[src/rtl/ptw_pkg.sv]
// Shared types for the page table walker.
// Assumes 32-bit entries with the flags in bits 4:0.
package ptw_pkg;
    typedef enum logic [1:0] {
        ACC_READ  = 2'd0,
        ACC_WRITE = 2'd1,
        ACC_EXEC  = 2'd2,
        ACC_RSVD  = 2'd3
    } acc_kind_t;

    typedef enum logic [1:0] {
        FLT_NONE = 2'd0,
        FLT_DIR  = 2'd1,
        FLT_LEAF = 2'd2,
        FLT_PERM = 2'd3
    } fault_t;

    localparam int FLAG_V = 0;
    localparam int FLAG_R = 1;
    localparam int FLAG_W = 2;
    localparam int FLAG_X = 3;
    localparam int FLAG_D = 4;
    localparam int FLAG_BITS = 5;
endpackage

[src/rtl/ptw_root_reg.sv]
// Root register: holds the directory base address.
// Assumes the load is synchronous. It resets to zero.
module ptw_root_reg #(
    parameter int ADDR_W = 32
) (
    input  logic              clk,
    input  logic              rst_n,
    input  logic              load,
    input  logic [ADDR_W-1:0] value,
    output logic [ADDR_W-1:0] root
);
    // Capture a new root whenever load is asserted.
    always_ff @(posedge clk) begin
        if (!rst_n)
            root <= '0;
        else if (load)
            root <= value;
    end
endmodule

[src/rtl/ptw_addr_gen.sv]
// Entry address generator: selects the level base and adds the scaled index.
// Assumes the entries are 4 bytes and the tables are page aligned.
module ptw_addr_gen #(
    parameter int ADDR_W    = 32,
    parameter int PAGE_BITS = 12,
    parameter int IDX_W     = 10
) (
    input  logic                        leaf_level,
    input  logic [ADDR_W-1:0]           root,
    input  logic [ADDR_W-PAGE_BITS-1:0] tbl_ppn,
    input  logic [ADDR_W-1:0]           vaddr,
    output logic [ADDR_W-1:0]           entry_addr
);
    localparam int ENTRY_SHIFT = 2;
    localparam int DIR_W       = ADDR_W - PAGE_BITS - IDX_W;

    logic [ADDR_W-1:0] dir_off;
    logic [ADDR_W-1:0] leaf_off;
    logic [ADDR_W-1:0] leaf_base;

    // Scale the two index fields into byte offsets.
    always_comb begin
        dir_off  = {{(ADDR_W-DIR_W-ENTRY_SHIFT){1'b0}},
                    vaddr[ADDR_W-1 -: DIR_W], {ENTRY_SHIFT{1'b0}}};
        leaf_off = {{(ADDR_W-IDX_W-ENTRY_SHIFT){1'b0}},
                    vaddr[PAGE_BITS+IDX_W-1 -: IDX_W], {ENTRY_SHIFT{1'b0}}};
        leaf_base = {tbl_ppn, {PAGE_BITS{1'b0}}};
    end

    // Choose the level and form the entry address.
    always_comb begin
        entry_addr = leaf_level ? (leaf_base + leaf_off) : (root + dir_off);
    end
endmodule

[src/rtl/ptw_entry_check.sv]
// Entry checker: decodes the valid and permission flags of a returned entry.
// Assumes the flags sit at the positions given in ptw_pkg. The valid check wins
// over the permission check.
module ptw_entry_check
    import ptw_pkg::*;
(
    input  logic [FLAG_BITS-1:0] flags,
    input  logic                 leaf_level,
    input  acc_kind_t            kind,
    output fault_t               fault,
    output logic                 need_dirty
);
    logic allowed;

    // Pick the permission flag that the access kind needs.
    always_comb begin
        case (kind)
            ACC_READ:  allowed = flags[FLAG_R];
            ACC_WRITE: allowed = flags[FLAG_W];
            ACC_EXEC:  allowed = flags[FLAG_X];
            default:   allowed = 1'b0;
        endcase
    end

    // Rank the faults and flag a needed dirty update.
    always_comb begin
        fault      = FLT_NONE;
        need_dirty = 1'b0;
        if (!flags[FLAG_V])
            fault = leaf_level ? FLT_LEAF : FLT_DIR;
        else if (leaf_level && !allowed)
            fault = FLT_PERM;
        else if (leaf_level && kind == ACC_WRITE && !flags[FLAG_D])
            need_dirty = 1'b1;
    end
endmodule

[src/rtl/pt_walker.sv]
// Two-level page table walker top.
// It accepts one request at a time and reads the directory entry, then the
// leaf entry. It checks the flags and may write the leaf back with its dirty
// bit set. The result is held until it is consumed. Assumes that memory gives
// exactly one response per accepted read.
module pt_walker
    import ptw_pkg::*;
#(
    parameter int ADDR_W    = 32,
    parameter int PAGE_BITS = 12,
    parameter int IDX_W     = 10
) (
    input  logic              clk,
    input  logic              rst_n,
    input  logic              base_load,
    input  logic [ADDR_W-1:0] base_value,
    input  logic              req_valid,
    output logic              req_ready,
    input  logic [ADDR_W-1:0] req_vaddr,
    input  logic [1:0]        req_kind,
    output logic              resp_valid,
    input  logic              resp_ready,
    output logic [ADDR_W-1:0] resp_paddr,
    output logic [1:0]        resp_fault,
    output logic              mem_req_valid,
    input  logic              mem_req_ready,
    output logic              mem_req_write,
    output logic [ADDR_W-1:0] mem_req_addr,
    output logic [ADDR_W-1:0] mem_req_wdata,
    input  logic              mem_rsp_valid,
    input  logic [ADDR_W-1:0] mem_rsp_data
);
    localparam int PPN_W = ADDR_W - PAGE_BITS;

    typedef enum logic [2:0] {
        S_IDLE, S_DIR_REQ, S_DIR_WAIT, S_LEAF_REQ, S_LEAF_WAIT, S_WB_REQ, S_DONE
    } state_t;

    state_t            state;
    logic [ADDR_W-1:0] va_q;
    acc_kind_t         kind_q;
    logic [ADDR_W-1:0] root_q;
    logic [PPN_W-1:0]  tppn_q;
    logic [ADDR_W-1:0] leaf_q;
    logic [ADDR_W-1:0] paddr_q;
    fault_t            fault_q;
    logic [ADDR_W-1:0] root_cur;
    logic [ADDR_W-1:0] entry_addr;
    logic              leaf_sel;
    logic              chk_leaf;
    fault_t            chk_fault;
    logic              chk_dirty;

    ptw_root_reg #(.ADDR_W(ADDR_W)) u_root (
        .clk   (clk),
        .rst_n (rst_n),
        .load  (base_load),
        .value (base_value),
        .root  (root_cur)
    );

    // The leaf level is addressed in the leaf request and write-back states.
    always_comb begin
        leaf_sel = (state == S_LEAF_REQ) || (state == S_WB_REQ);
        chk_leaf = (state == S_LEAF_WAIT);
    end

    ptw_addr_gen #(.ADDR_W(ADDR_W), .PAGE_BITS(PAGE_BITS), .IDX_W(IDX_W)) u_addr (
        .leaf_level (leaf_sel),
        .root       (root_q),
        .tbl_ppn    (tppn_q),
        .vaddr      (va_q),
        .entry_addr (entry_addr)
    );

    ptw_entry_check u_chk (
        .flags      (mem_rsp_data[FLAG_BITS-1:0]),
        .leaf_level (chk_leaf),
        .kind       (kind_q),
        .fault      (chk_fault),
        .need_dirty (chk_dirty)
    );

    // Walk sequencer: steps through the lookups and records the result.
    always_ff @(posedge clk) begin
        if (!rst_n) begin
            state   <= S_IDLE;
            va_q    <= '0;
            kind_q  <= ACC_READ;
            root_q  <= '0;
            tppn_q  <= '0;
            leaf_q  <= '0;
            paddr_q <= '0;
            fault_q <= FLT_NONE;
        end else begin
            case (state)
                S_IDLE: if (req_valid) begin
                    va_q   <= req_vaddr;
                    kind_q <= acc_kind_t'(req_kind);
                    root_q <= root_cur;
                    state  <= S_DIR_REQ;
                end
                S_DIR_REQ: if (mem_req_ready) state <= S_DIR_WAIT;
                S_DIR_WAIT: if (mem_rsp_valid) begin
                    if (chk_fault != FLT_NONE) begin
                        fault_q <= chk_fault;
                        paddr_q <= '0;
                        state   <= S_DONE;
                    end else begin
                        tppn_q <= mem_rsp_data[ADDR_W-1:PAGE_BITS];
                        state  <= S_LEAF_REQ;
                    end
                end
                S_LEAF_REQ: if (mem_req_ready) state <= S_LEAF_WAIT;
                S_LEAF_WAIT: if (mem_rsp_valid) begin
                    if (chk_fault != FLT_NONE) begin
                        fault_q <= chk_fault;
                        paddr_q <= '0;
                        state   <= S_DONE;
                    end else begin
                        fault_q <= FLT_NONE;
                        paddr_q <= {mem_rsp_data[ADDR_W-1:PAGE_BITS], va_q[PAGE_BITS-1:0]};
                        leaf_q  <= mem_rsp_data | (ADDR_W'(1) << FLAG_D);
                        state   <= chk_dirty ? S_WB_REQ : S_DONE;
                    end
                end
                S_WB_REQ: if (mem_req_ready) state <= S_DONE;
                S_DONE: if (resp_ready) state <= S_IDLE;
                default: state <= S_IDLE;
            endcase
        end
    end

    // Drive the port outputs from the state and the held registers.
    always_comb begin
        req_ready     = (state == S_IDLE);
        resp_valid    = (state == S_DONE);
        resp_paddr    = paddr_q;
        resp_fault    = fault_q;
        mem_req_valid = (state == S_DIR_REQ) || (state == S_LEAF_REQ) || (state == S_WB_REQ);
        mem_req_write = (state == S_WB_REQ);
        mem_req_addr  = entry_addr;
        mem_req_wdata = leaf_q;
    end

    // a pending result stays unchanged until it is taken.
    a_r8_resp_hold: assert property (@(posedge clk) disable iff (!rst_n)
        resp_valid && !resp_ready |=> resp_valid && $stable(resp_paddr) && $stable(resp_fault));

    // there is no memory traffic while a new request can be accepted.
    a_r8_single_walk: assert property (@(posedge clk) disable iff (!rst_n)
        mem_req_valid |-> !req_ready);

    // a stalled memory request keeps its address and direction.
    a_r1_mem_hold: assert property (@(posedge clk) disable iff (!rst_n)
        mem_req_valid && !mem_req_ready |=> mem_req_valid && $stable(mem_req_addr)
            && $stable(mem_req_write));

    // a faulting result carries a zero address.
    a_r5_fault_zero_addr: assert property (@(posedge clk) disable iff (!rst_n)
        resp_valid && resp_fault != 2'd0 |-> resp_paddr == '0);

    // the write-back carries a valid, dirty entry.
    a_r6_wb_dirty: assert property (@(posedge clk) disable iff (!rst_n)
        mem_req_valid && mem_req_write |-> mem_req_wdata[FLAG_D] && mem_req_wdata[FLAG_V]);

    // a write-back is only followed by a fault-free result.
    a_r7_wb_no_fault: assert property (@(posedge clk) disable iff (!rst_n)
        mem_req_valid && mem_req_write && mem_req_ready |=> resp_valid && resp_fault == 2'd0);
endmodule

[config.mk]
export PLATFORM = sky130hd
export DESIGN_NAME = pt_walker
export DESIGN_NICKNAME = d
export VERILOG_FILES = /design/src/rtl/ptw_pkg.sv /design/src/rtl/ptw_root_reg.sv /design/src/rtl/ptw_addr_gen.sv /design/src/rtl/ptw_entry_check.sv /design/src/rtl/pt_walker.sv
export SDC_FILE = /design/constraint.sdc
export NUM_CORES = 1
export LEC_CHECK = 0
export BUFFER_PORTS_ARGS = -buffer_cell sky130_fd_sc_hd__buf_2
export CAP_MARGIN = 5
export CORE_MARGIN = 2
export CORE_UTILIZATION = 40
export DETAILED_ROUTE_END_ITERATION = 7
export PLACE_DENSITY = 0.74
export REMOVE_ABC_BUFFERS = 1
export SYNTH_ARGS = -nofsm -noshare
export SYNTH_HDL_FRONTEND = slang
export SYNTH_HIERARCHICAL = 1
export SYNTH_SLANG_ARGS = --single-unit
[constraint.sdc]
create_clock -name clk -period 3.63 [get_ports clk]
set_clock_uncertainty 0.15 [all_clocks]
set_input_delay 0.363 -clock clk [delete_from_list [all_inputs] [get_ports clk]]
set_output_delay 0.363 -clock clk [all_outputs]
set_load 0.02 [all_outputs]
==> results of run 1 <==
cells in the mapped netlist, types with 2 or more instances:
library cell    n
nand2b_1        7
nand4b_1        3
nand3_1        14
nor2b_1        37
buf_2          20
o221ai_1        2
buf_12          3
a311oi_1        2
buf_6           6
o211ai_1        2
and2_1          6
xor2_1         14
nand2_1       289
mux2_2          4
and4b_2         2
a21oi_1       164
a211o_1         3
clkbuf_1       40
a211oi_1        5
nand4_1        14
o31ai_1         2
dfxtp_1       187
and3_1          7
nor2_1         12
a211oi_2        2
inv_1           8
ha_1           10
buf_4           2
xnor2_1        11
a21o_1          4
and4_1          4
o21ai_1        18
o21a_1          2
o21ai_0        43
mux2i_1        33
flip-flops by register name, summed over array words and instances, names as in the netlist:
signal and flops:
va_q 32, u_root/root 32, tppn_q 20, resp_fault 2
state 3, kind_q 2, mem_req_wdata 32, resp_paddr 32
root_q 32
worst paths after layout:
path / from / to / slack [ps] / depth (start not counted)
worst max register to register: state[2] / resp_paddr[28] / 670 / 9
worst min register to register: u_root/root[29] / root_q[29] / 300 / 2
worst min-delay path: req_vaddr[0] / va_q[0] / 10 / 3
worst max-delay path: root_q[2] / mem_req_addr[16] / 190 / 9
repair_timing:
item	CTS	global route
hold buffers	0	1
endpoints found under the hold margin	0	1
setup endpoints to repair	0	0
resized for setup	0	0
buffers inserted	0	0
report_power, final:
| group | switching (mW) | internal, mW |
|---|---|---|
| clock | 0.838 | 0.980 |
| sequential | 0.0657 | 2.14 |
| combinational | 0.425 | 0.230 |
worst max-delay path: stages (launching register included):
cell     delay [ps]
dfxtp_1         340
ha_1            200
fa_1            270
a211o_1         170
or3b_4          410
a31oi_4         350
nand4_1         160
xor2_1          160
o21ai_1         220
buf_2           220
per-layer routing:
metal	up-vias	track usage, %	part of all wire, %	routed length [um]
met5	-	0	0	0
met4	0	7.260	2.2	489
met3	29	5.280	5.4	1171
met2	174	34.77	50	10860
met1	3417	24.38	43	9286
li1	3735	-	-	-
layout make-up:
type	instances	share of cell area (%)
Tap cell	270	3.420
Timing Repair Buffer	220	11.78
Clock inverter	14	1.368
Clock buffer	18	4.446
Antenna cell	3	0.07601
Sequential cell	187	37.90
Multi-Input combinational cell	738	40.64
Inverter	9	0.3674
stage by stage:
stage | setup slack (ps) | hold slack (ps)
2_1_floorplan | 559.9 | 281.2
3_3_place_gp | 677.9 | 286.1
3_5_place_dp | 649.3 | 292.7
4_1_cts | 184.5 | 2.837
5_1_grt | 23.41 | 7.109
6_report | 187.8 | 14.24
placed cells by master, fill, tap and decap left out, types with 6 or more instances in the layout:
cell type	synthesis	routed
nand3_1	14	14
xnor2_1	11	11
inv_1	8	8
nand2_1	289	288
buf_2	20	206
ha_1	10	10
nor2b_1	37	37
o21ai_0	43	43
nand4_1	14	14
a21oi_1	164	164
nand2b_1	7	7
mux2i_1	33	33
clkbuf_16	0	17
nor2_1	12	12
xor2_1	14	14
and3_1	7	6
o21ai_1	18	18
buf_4	2	11
dfxtp_1	187	187
cells by family (layout without fill, tap and decap cells):
kind of cell             count (synthesis)  after routing  synth area share (%)
buffers and inverters                   81            261                 5.261
AO/OA/AOI/OAI                          260            260                 17.77
multiplexers                            38             38                 4.771
XOR/XNOR                                25             25                 2.676
adder cells (fa/ha/maj)                 11             11                 1.774
AND/OR/NAND/NOR                        404            404                 21.99
flip-flops                             187            187                 45.76
other                                    0              3                     0
==> metrics.txt, run 1 <==
maxcap violations=0; Ports=207; htree depth=4; DRC Markers=0; routed length per placed instance=approximately 15 um; RSZ-0062 raised after global routing=false; Required @ worst endpoint=about 3100 ps; layout cells sized above 1=approximately 23%; Crit Path Category=reg2out; fillers=roughly 2.0k; total power=~4.7 mW; Global Route Usage Sum=about a fifth; clk sink count=about 190; crit path launch type=register; Core ar.=20170 um2; area leader, netlist=dfxtp_1; Inserted Clock Buffers=17; area of the multi-input gates=4014 um2; Worst Path Max Fanout=10; first-pass GRT wire length=about 35 mm; router iterations before antenna repair=5; distinct cell type count after synthesis=59; initial core utilization=between 40 and 50%; Post-Place Cells=roughly 1.4k; routed vias=approximately 7.4k; Hold Path Class=in2reg; row cnt=52; port buffer count=between 200 and 250; CTS clk-pin slew, worst paths=70 ps; GP Congestion=0.7969; Longest Clk Path Bufs=2; Final ANT Viol Nets=0; status=completed; synth warn=6; FFs w/ async S/R, synth=0%; Max Slew Vio Count=0; Final Cell Area=around 9900 um2; final core utilization=48.97%; relative slew slack=a little under a third; period utilization=94.83%; CTS tree=yes; number of antenna violations at the first check in global routing=2; Post-Syn Area=about 8000 um2; post-synthesis register bit count=approximately 190; clk root buf=clkbuf_16; largest net degree at the start of global routing=74; vias per std cell=approximately 5.0; total negative setup slack=0 ps; growth of design area from synthesis to finish=20.72%; Post-synth top flop=dfxtp_1; synth top area cells=dfxtp_1 (46%), nand2_1 (13%), a21oi_1 (10%); kind of end point of the critical path=output port; drt total wl=roughly 22 mm; Mapped Avg Cell Area=8.133 um2; DR iter-0 viols=between 300 and 400; FF+latch area=3744 um2; total die area=about 22000 um2; Lkg Pwr=about 4.1 nW; grt ovf=0; Nets=about 1.3k; vias in the first global route=approximately 7.0k; Final setup viols=0; Power Dens Cells=approximately 470 nW/um2; Crit path arrival time=between 2000 and 3000 ps; Die X=roughly 150 um; Layout Cells excl Fill=approximately 1.5k; minimum clock period=around 3400 ps; Peak VDD IR=0.0003244 V; Hold Violations, Final=0; FMAX=~0.29 GHz; Die H=147.0 um; number of synthesized flops with an enable pin=0; Worst Tran Pin Value=between 1000 and 1500 ps; clk_lat worst skew=approximately 430 ps; DP HPWL=roughly 15 mm; placed instance area=just over 9000 um2; cell count after synthesis=between 1k and 1.5k; Synth top area share=between 40% and 50%; post-synthesis sequential area ratio=a little under half
Note: power is estimated with default switching activity, not from simulation.
==> inputs of run 2 (changes only) <==
--- a/config.mk
+++ b/config.mk
@@ -8,9 +8,9 @@
 export BUFFER_PORTS_ARGS = -buffer_cell sky130_fd_sc_hd__buf_2
 export CAP_MARGIN = 5
 export CORE_MARGIN = 2
-export CORE_UTILIZATION = 40
+export CORE_UTILIZATION = 53
 export DETAILED_ROUTE_END_ITERATION = 7
-export PLACE_DENSITY = 0.74
+export PLACE_DENSITY = 0.91
 export REMOVE_ABC_BUFFERS = 1
 export SYNTH_ARGS = -nofsm -noshare
 export SYNTH_HDL_FRONTEND = slang
==> run 2 against run 1 <==
Net effect:
- via count increased by 2.4%
- final cell count decreased by 5.9%
- routed wire length decreased by 2.9%
- largest cell class unchanged
==> metrics.txt, run 2 (synthesis gave the netlist of run 1 again) <==
status=completed; Nets=1286 (-0.23%); worst reg2reg path depth=9 (unchanged); routed length per placed instance=15.43 um (+3.2%); commonest non-fill, non-tap cells in the layout=nand2_1 (288), buf_2 (206), dfxtp_1 (187); CTS Hold Buffers Added=0 (unchanged); critical-path cell list=ha_1 > fa_1 > a211o_1 > or3b_4 > a31oi_4 > nand4_1 > xor2_1 > o21ai_1 > buf_2; Global Route Usage Sum=25.63% (+5.5 points); Final Cell Area=9784 um2 (-0.94%); RR Endpoint=resp_paddr[30]; crit path launch type=register; vias in the first global route=6977 (-0.23%); layout cells sized above 1=22.99% (-0.11 points); Place WS=666.6 ps (+17.29 ps); slowest CP cell=or3b_4; Final Worst Setup Slack=170.7 ps (-17.07 ps); kind of end point of the critical path=output port; grt ovf=0 (unchanged); period utilization=95.30% (+0.47 points); Clk pwr share=39.2% (+0.4 points); FMAX=0.2891 GHz (-0.49%); setup bufs post-CTS=0 (unchanged); Ports=207 (unchanged); Worst Path Max Fanout=10 (unchanged); Peak VDD IR=0.0003417 V (+5.3%); Core ar.=15150 um2 (-25%); Power Dens Cells=482.2 nW/um2 (+1.8%); Inserted Clock Buffers=17 (unchanged); router iterations before antenna repair=5 (unchanged); RSZ-0062 raised after global routing=false; Hold Path Depth=3 (unchanged); commonest non-fill, non-tap cell in the layout=nand2_1; clk sink count=187 (unchanged); total die area=16450 um2 (-24%); first-pass GRT wire length=33.92 mm (-3.2%); placed instance area=9180 um2 (-1.1%); maxcap violations=0 (unchanged); vias per std cell=5.487 (+8.8%); relative slew slack=28.62% (-2.6 points); htree depth=4 (unchanged); Die H=128.2 um (-13%); initial core utilization=54.02% (+13 points); reg2reg setup slack=610 ps (-60 ps); Die X=128.2 um (-13%); Hold Crit Endpoint=mem_req_wdata[8]; Psw=1.295 mW (-2.6%); switching part of the total=27.44% (-0.95 points); total negative setup slack=0 ps (unchanged); final core utilization=64.60% (+16 points); row cnt=45 (-13%); cts repair resizes=0 (unchanged); Combinational Power Share=14.0% (about the same); Largest stage delay, worst path=420 ps (about the same); DRC Markers=0 (unchanged); reg2reg start=state[2]; Lkg Pwr=4.085 nW (about the same); GP Congestion=0.8424 (+5.7%); Hold Path Class=in2reg; routed vias=7533 (+2.4%); sequential cell fraction of total power=46.8% (-0.4 points); clk_lat worst skew=420 ps (about the same); DR iter-0 viols=512 (+37%); Crit path arrival time=2950 ps (+20 ps); growth of design area from synthesis to finish=19.59%; Required @ worst endpoint=3120 ps (about the same); Final setup viols=0 (unchanged); Worst Tran Pin Value=1071 ps (+38.29 ps); total power=4.718 mW (+0.82%); minimum clock period=3459 ps (+17.07 ps); Longest Clk Path Bufs=2 (unchanged); port buffer count=206 (unchanged); largest net degree at the start of global routing=67 (-9.5%); DP HPWL=14.58 mm (-5.3%); drt total wl=21.18 mm (-2.9%); CTS tree=yes; internal power=3.424 mW (+2.2%); Worst Min Path Start=mem_rsp_data[8]; clk root buf=clkbuf_16; CTS clk-pin slew, worst paths=70 ps (about the same); number of antenna violations at the first check in global routing=3 (+1); Max Slew Vio Count=0 (unchanged); Final ANT Viol Nets=0 (unchanged); Crit Path Category=reg2out; Hold Violations, Final=0 (unchanged)
run 2: cell type report:
type	instances	area (um2)
multi-input cells	738	4014
repair buffers	217	1151
inverters	9	36.28
well taps	188	235.2
flip-flops and latches	187	3744
fillers	1278	5361
clock buffers	22	494.2
diodes	2	5.005
clock inverters	10	105.1
run 2: routing by layer:
layer	routed length (um)	global-route usage, %	up-vias
met2	10650	44.62	236
met4	291	7.304	2
met1	8959	31.04	3540
met5	11	0	-
li1	-	-	3724
met3	1275	7.012	31
run 2: worst max-delay path by stage:
| stage | from | end | slack, ps | cells after the start |
|---|---|---|---|---|
| 6_report | root_q[2] | mem_req_addr[16] | 170 | 9 |
| 5_1_grt | root_q[2] | mem_req_addr[16] | 60 | 9 |
| 4_1_cts | root_q[2] | mem_req_addr[16] | 200 | 9 |
| 3_5_place_dp | state[2] | resp_paddr[25] | 670 | 9 |
| 3_3_place_gp | root_q[2] | mem_req_addr[16] | 700 | 9 |
| 2_1_floorplan | state[2] | mem_req_wdata[12] | 560 | 8 |
run 2: metrics by stage:
step,hold WS [ps],instances
final,18.18,1373
after global routing,1.992,1372
after CTS,3.760,1371
after detailed placement,294.8,1339
after global placement,286.0,1339
after floorplan,281.2,934
run 2: power groups by stage:
stage / clock, mW / combinational (mW) / sequential, mW
after global placement: 0 / 0.641 / 2.25
after CTS: 1.87 / 0.658 / 2.21
after detailed placement: 0 / 0.656 / 2.25
after floorplan: 0 / 0.386 / 2.24
final: 1.85 / 0.659 / 2.21
after global routing: 1.97 / 0.724 / 2.22
run 2: critical path: cells and delay by family (launching register included):
| family | cells | cell delay [ps] |
|---|---|---|
| flops | 1 | 340 |
| simple gates | 2 | 600 |
| compound gates | 3 | 760 |
| xor+xnor | 1 | 170 |
| buf+inv | 1 | 210 |
| fa+ha+maj | 2 | 450 |
==> inputs of run 3 (changes only) <==
--- a/config.mk
+++ b/config.mk
@@ -6,8 +6,7 @@
 export NUM_CORES = 1
 export LEC_CHECK = 0
 export BUFFER_PORTS_ARGS = -buffer_cell sky130_fd_sc_hd__buf_2
-export CAP_MARGIN = 5
-export CORE_MARGIN = 2
+export CORE_MARGIN = 5
 export CORE_UTILIZATION = 53
 export DETAILED_ROUTE_END_ITERATION = 7
 export PLACE_DENSITY = 0.91
==> run 3 against run 2 <==
Net effect:
- register-to-register slack lost 50 ps
- critical path depth is the same
- setup slack lost 11 ps
- fmax shrank 0.33%
- combinational power is essentially flat
- routed wire length grew 4.5%
- design area shrank 0.13%
- sequential share of layout area is essentially flat
- clock power is essentially flat
- total power grew 0.14%
- hold slack lost 4.7 ps
- flip-flop and latch count is the same
- critical path type unchanged
- largest cell class unchanged
- highest routed layer unchanged
==> metrics.txt, run 3 (synthesis gave the netlist of run 1 again) <==
status=completed; layout cells sized above 1=23.04% (+0.046 points); Final setup viols=0 (unchanged); first-pass GRT wire length=35.42 mm (+4.4%); Max Slew Vio Count=0 (unchanged); Hold Path Class=in2reg; Crit path arrival time=2960 ps (about the same); CTS Hold Buffers Added=1 (+1); slowest CP cell=or3b_4; reg2reg start=state[2]; grt ovf=0 (unchanged); CTS tree=yes; period utilization=95.61% (+0.32 points); number of antenna violations at the first check in global routing=2 (-1); Combinational Power Share=13.9% (about the same); Buf+Inv Stages, Crit Path=1 (unchanged); vias per std cell=5.456 (-0.55%); Peak VDD IR=0.0003468 V (+1.5%); clk sink count=187 (unchanged); sequential cell fraction of total power=46.8% (about the same); Longest Clk Path Bufs=2 (unchanged); Required @ worst endpoint=3120 ps (about the same); Die H=134.2 um (+4.7%); commonest non-fill, non-tap cell in the layout=nand2_1; Die X=134.2 um (+4.7%); CP Depth=9 (unchanged); maxcap violations=0 (unchanged); FF+latch area=3744 um2 (unchanged); port buffer count=206 (unchanged); Final ANT Viol Nets=0 (unchanged); fillers=1304 (+2.0%); internal power=3.427 mW (+0.10%); Worst Min Path Start=req_vaddr[4]; Lkg Pwr=4.093 nW (+0.21%); DP HPWL=15.26 mm (+4.6%); routed vias=7497 (-0.48%); Worst Tran Pin Value=1046 ps (-24.86 ps); CP top delay family=compound AO/OA/AOI/OAI gates; drt total wl=22.13 mm (+4.5%); clk_lat worst skew=430 ps (about the same); minimum clock period=3471 ps (+11.49 ps); Psw=1.298 mW (+0.25%); total die area=18020 um2 (+9.6%); clk root buf=clkbuf_16; total negative setup slack=0 ps (unchanged); Inserted Clock Buffers=17 (unchanged); Core ar.=15150 um2 (unchanged); router iterations before antenna repair=5 (unchanged); Hold Violations, Final=0 (unchanged); Nets=1289 (+0.23%); GP Congestion=0.8151 (-3.2%); row cnt=45 (unchanged); CTS clk-pin slew, worst paths=70 ps (about the same); Hold Path Depth=3 (unchanged); Hold Crit Endpoint=va_q[4]; commonest non-fill, non-tap cells in the layout=nand2_1 (288), buf_2 (206), dfxtp_1 (187); Crit Path Category=reg2out; FMAX=0.2881 GHz (-0.33%); Ports=207 (unchanged); growth of design area from synthesis to finish=19.44%; initial core utilization=54.02% (unchanged); switching part of the total=27.47% (+0.030 points); cts repair resizes=0 (unchanged); DRC Markers=0 (unchanged); total power=4.725 mW (+0.14%); Largest stage delay, worst path=420 ps (about the same); Clk pwr share=39.2% (about the same); critical-path cell list=ha_1 > fa_1 > a211o_1 > or3b_4 > a31oi_4 > nand4_1 > xor2_1 > o21ai_1 > buf_2; RSZ-0062 raised after global routing=false; Global Route Usage Sum=24.05% (-1.6 points); Power Dens Cells=483.5 nW/um2 (+0.27%); area of the multi-input gates=4014 um2 (unchanged); kind of end point of the critical path=output port; routed length per placed instance=16.10 um (+4.4%); worst reg2reg path depth=9 (unchanged); largest net degree at the start of global routing=76 (+13%); Worst Path Max Fanout=10 (unchanged); RR Endpoint=resp_paddr[23]; crit path launch type=register; reg2reg setup slack=560 ps (-50 ps); setup bufs post-CTS=0 (unchanged); relative slew slack=30.28% (+1.7 points); DR iter-0 viols=540 (+5.5%); vias in the first global route=7179 (+2.9%); htree depth=4 (unchanged)
run 3: metal layers:
layer	GRT usage (%)	up-vias	share of wire [%]
li1	-	3729	-
met1	29.67	3471	42
met2	40.50	242	49
met3	5.926	53	6.1
met4	9.446	2	3.0
met5	0	-	0.059
run 3: area by class of cell:
class	instances	area share, %
multi-input combinational	738	41.08
timing repair buffer	220	11.78
antenna	1	0.02561
sequential	187	38.31
inverter	9	0.3713
tap	188	2.407
clock buffer	19	4.635
clock inverter	12	1.396
run 3: worst max-delay path by stage:
stage,from,to,slack (ps)
after floorplan,state[2],mem_req_wdata[12],560
after global placement,root_q[2],mem_req_addr[22],730
after detailed placement,va_q[22],mem_req_addr[22],660
after CTS,root_q[2],mem_req_addr[22],170
after global routing,va_q[22],mem_req_addr[18],40
final,va_q[22],mem_req_addr[16],160
run 3: worst min-delay path, delay by kind of cell:
kind | cells | cell delay [ps]
buffers and inverters | 1 | 90
AOI/OAI and AO/OA | 1 | 50
and+or+nand+nor | 1 | 40
run 3: through the flow:
step	util (%)	hold WS [ps]	cells	area [um2]	worst slack (ps)
6_report	64.52	13.47	1374	9772	159.2
5_1_grt	64.52	17.31	1374	9772	44.77
4_1_cts	64.50	1.040	1373	9769	171.2
3_5_place_dp	60.55	291.5	1341	9170	659.8
3_3_place_gp	60.55	286.5	1341	9170	725.5
2_1_floorplan	-	281.2	934	7785	559.9
run 3: power by group through the flow:
stage | combinational [mW] | clock [mW] | sequential (mW)
2_1_floorplan | 0.386 | 0 | 2.24
3_3_place_gp | 0.637 | 0 | 2.25
3_5_place_dp | 0.653 | 0 | 2.26
4_1_cts | 0.658 | 1.88 | 2.21
5_1_grt | 0.720 | 1.98 | 2.22
6_report | 0.658 | 1.85 | 2.21
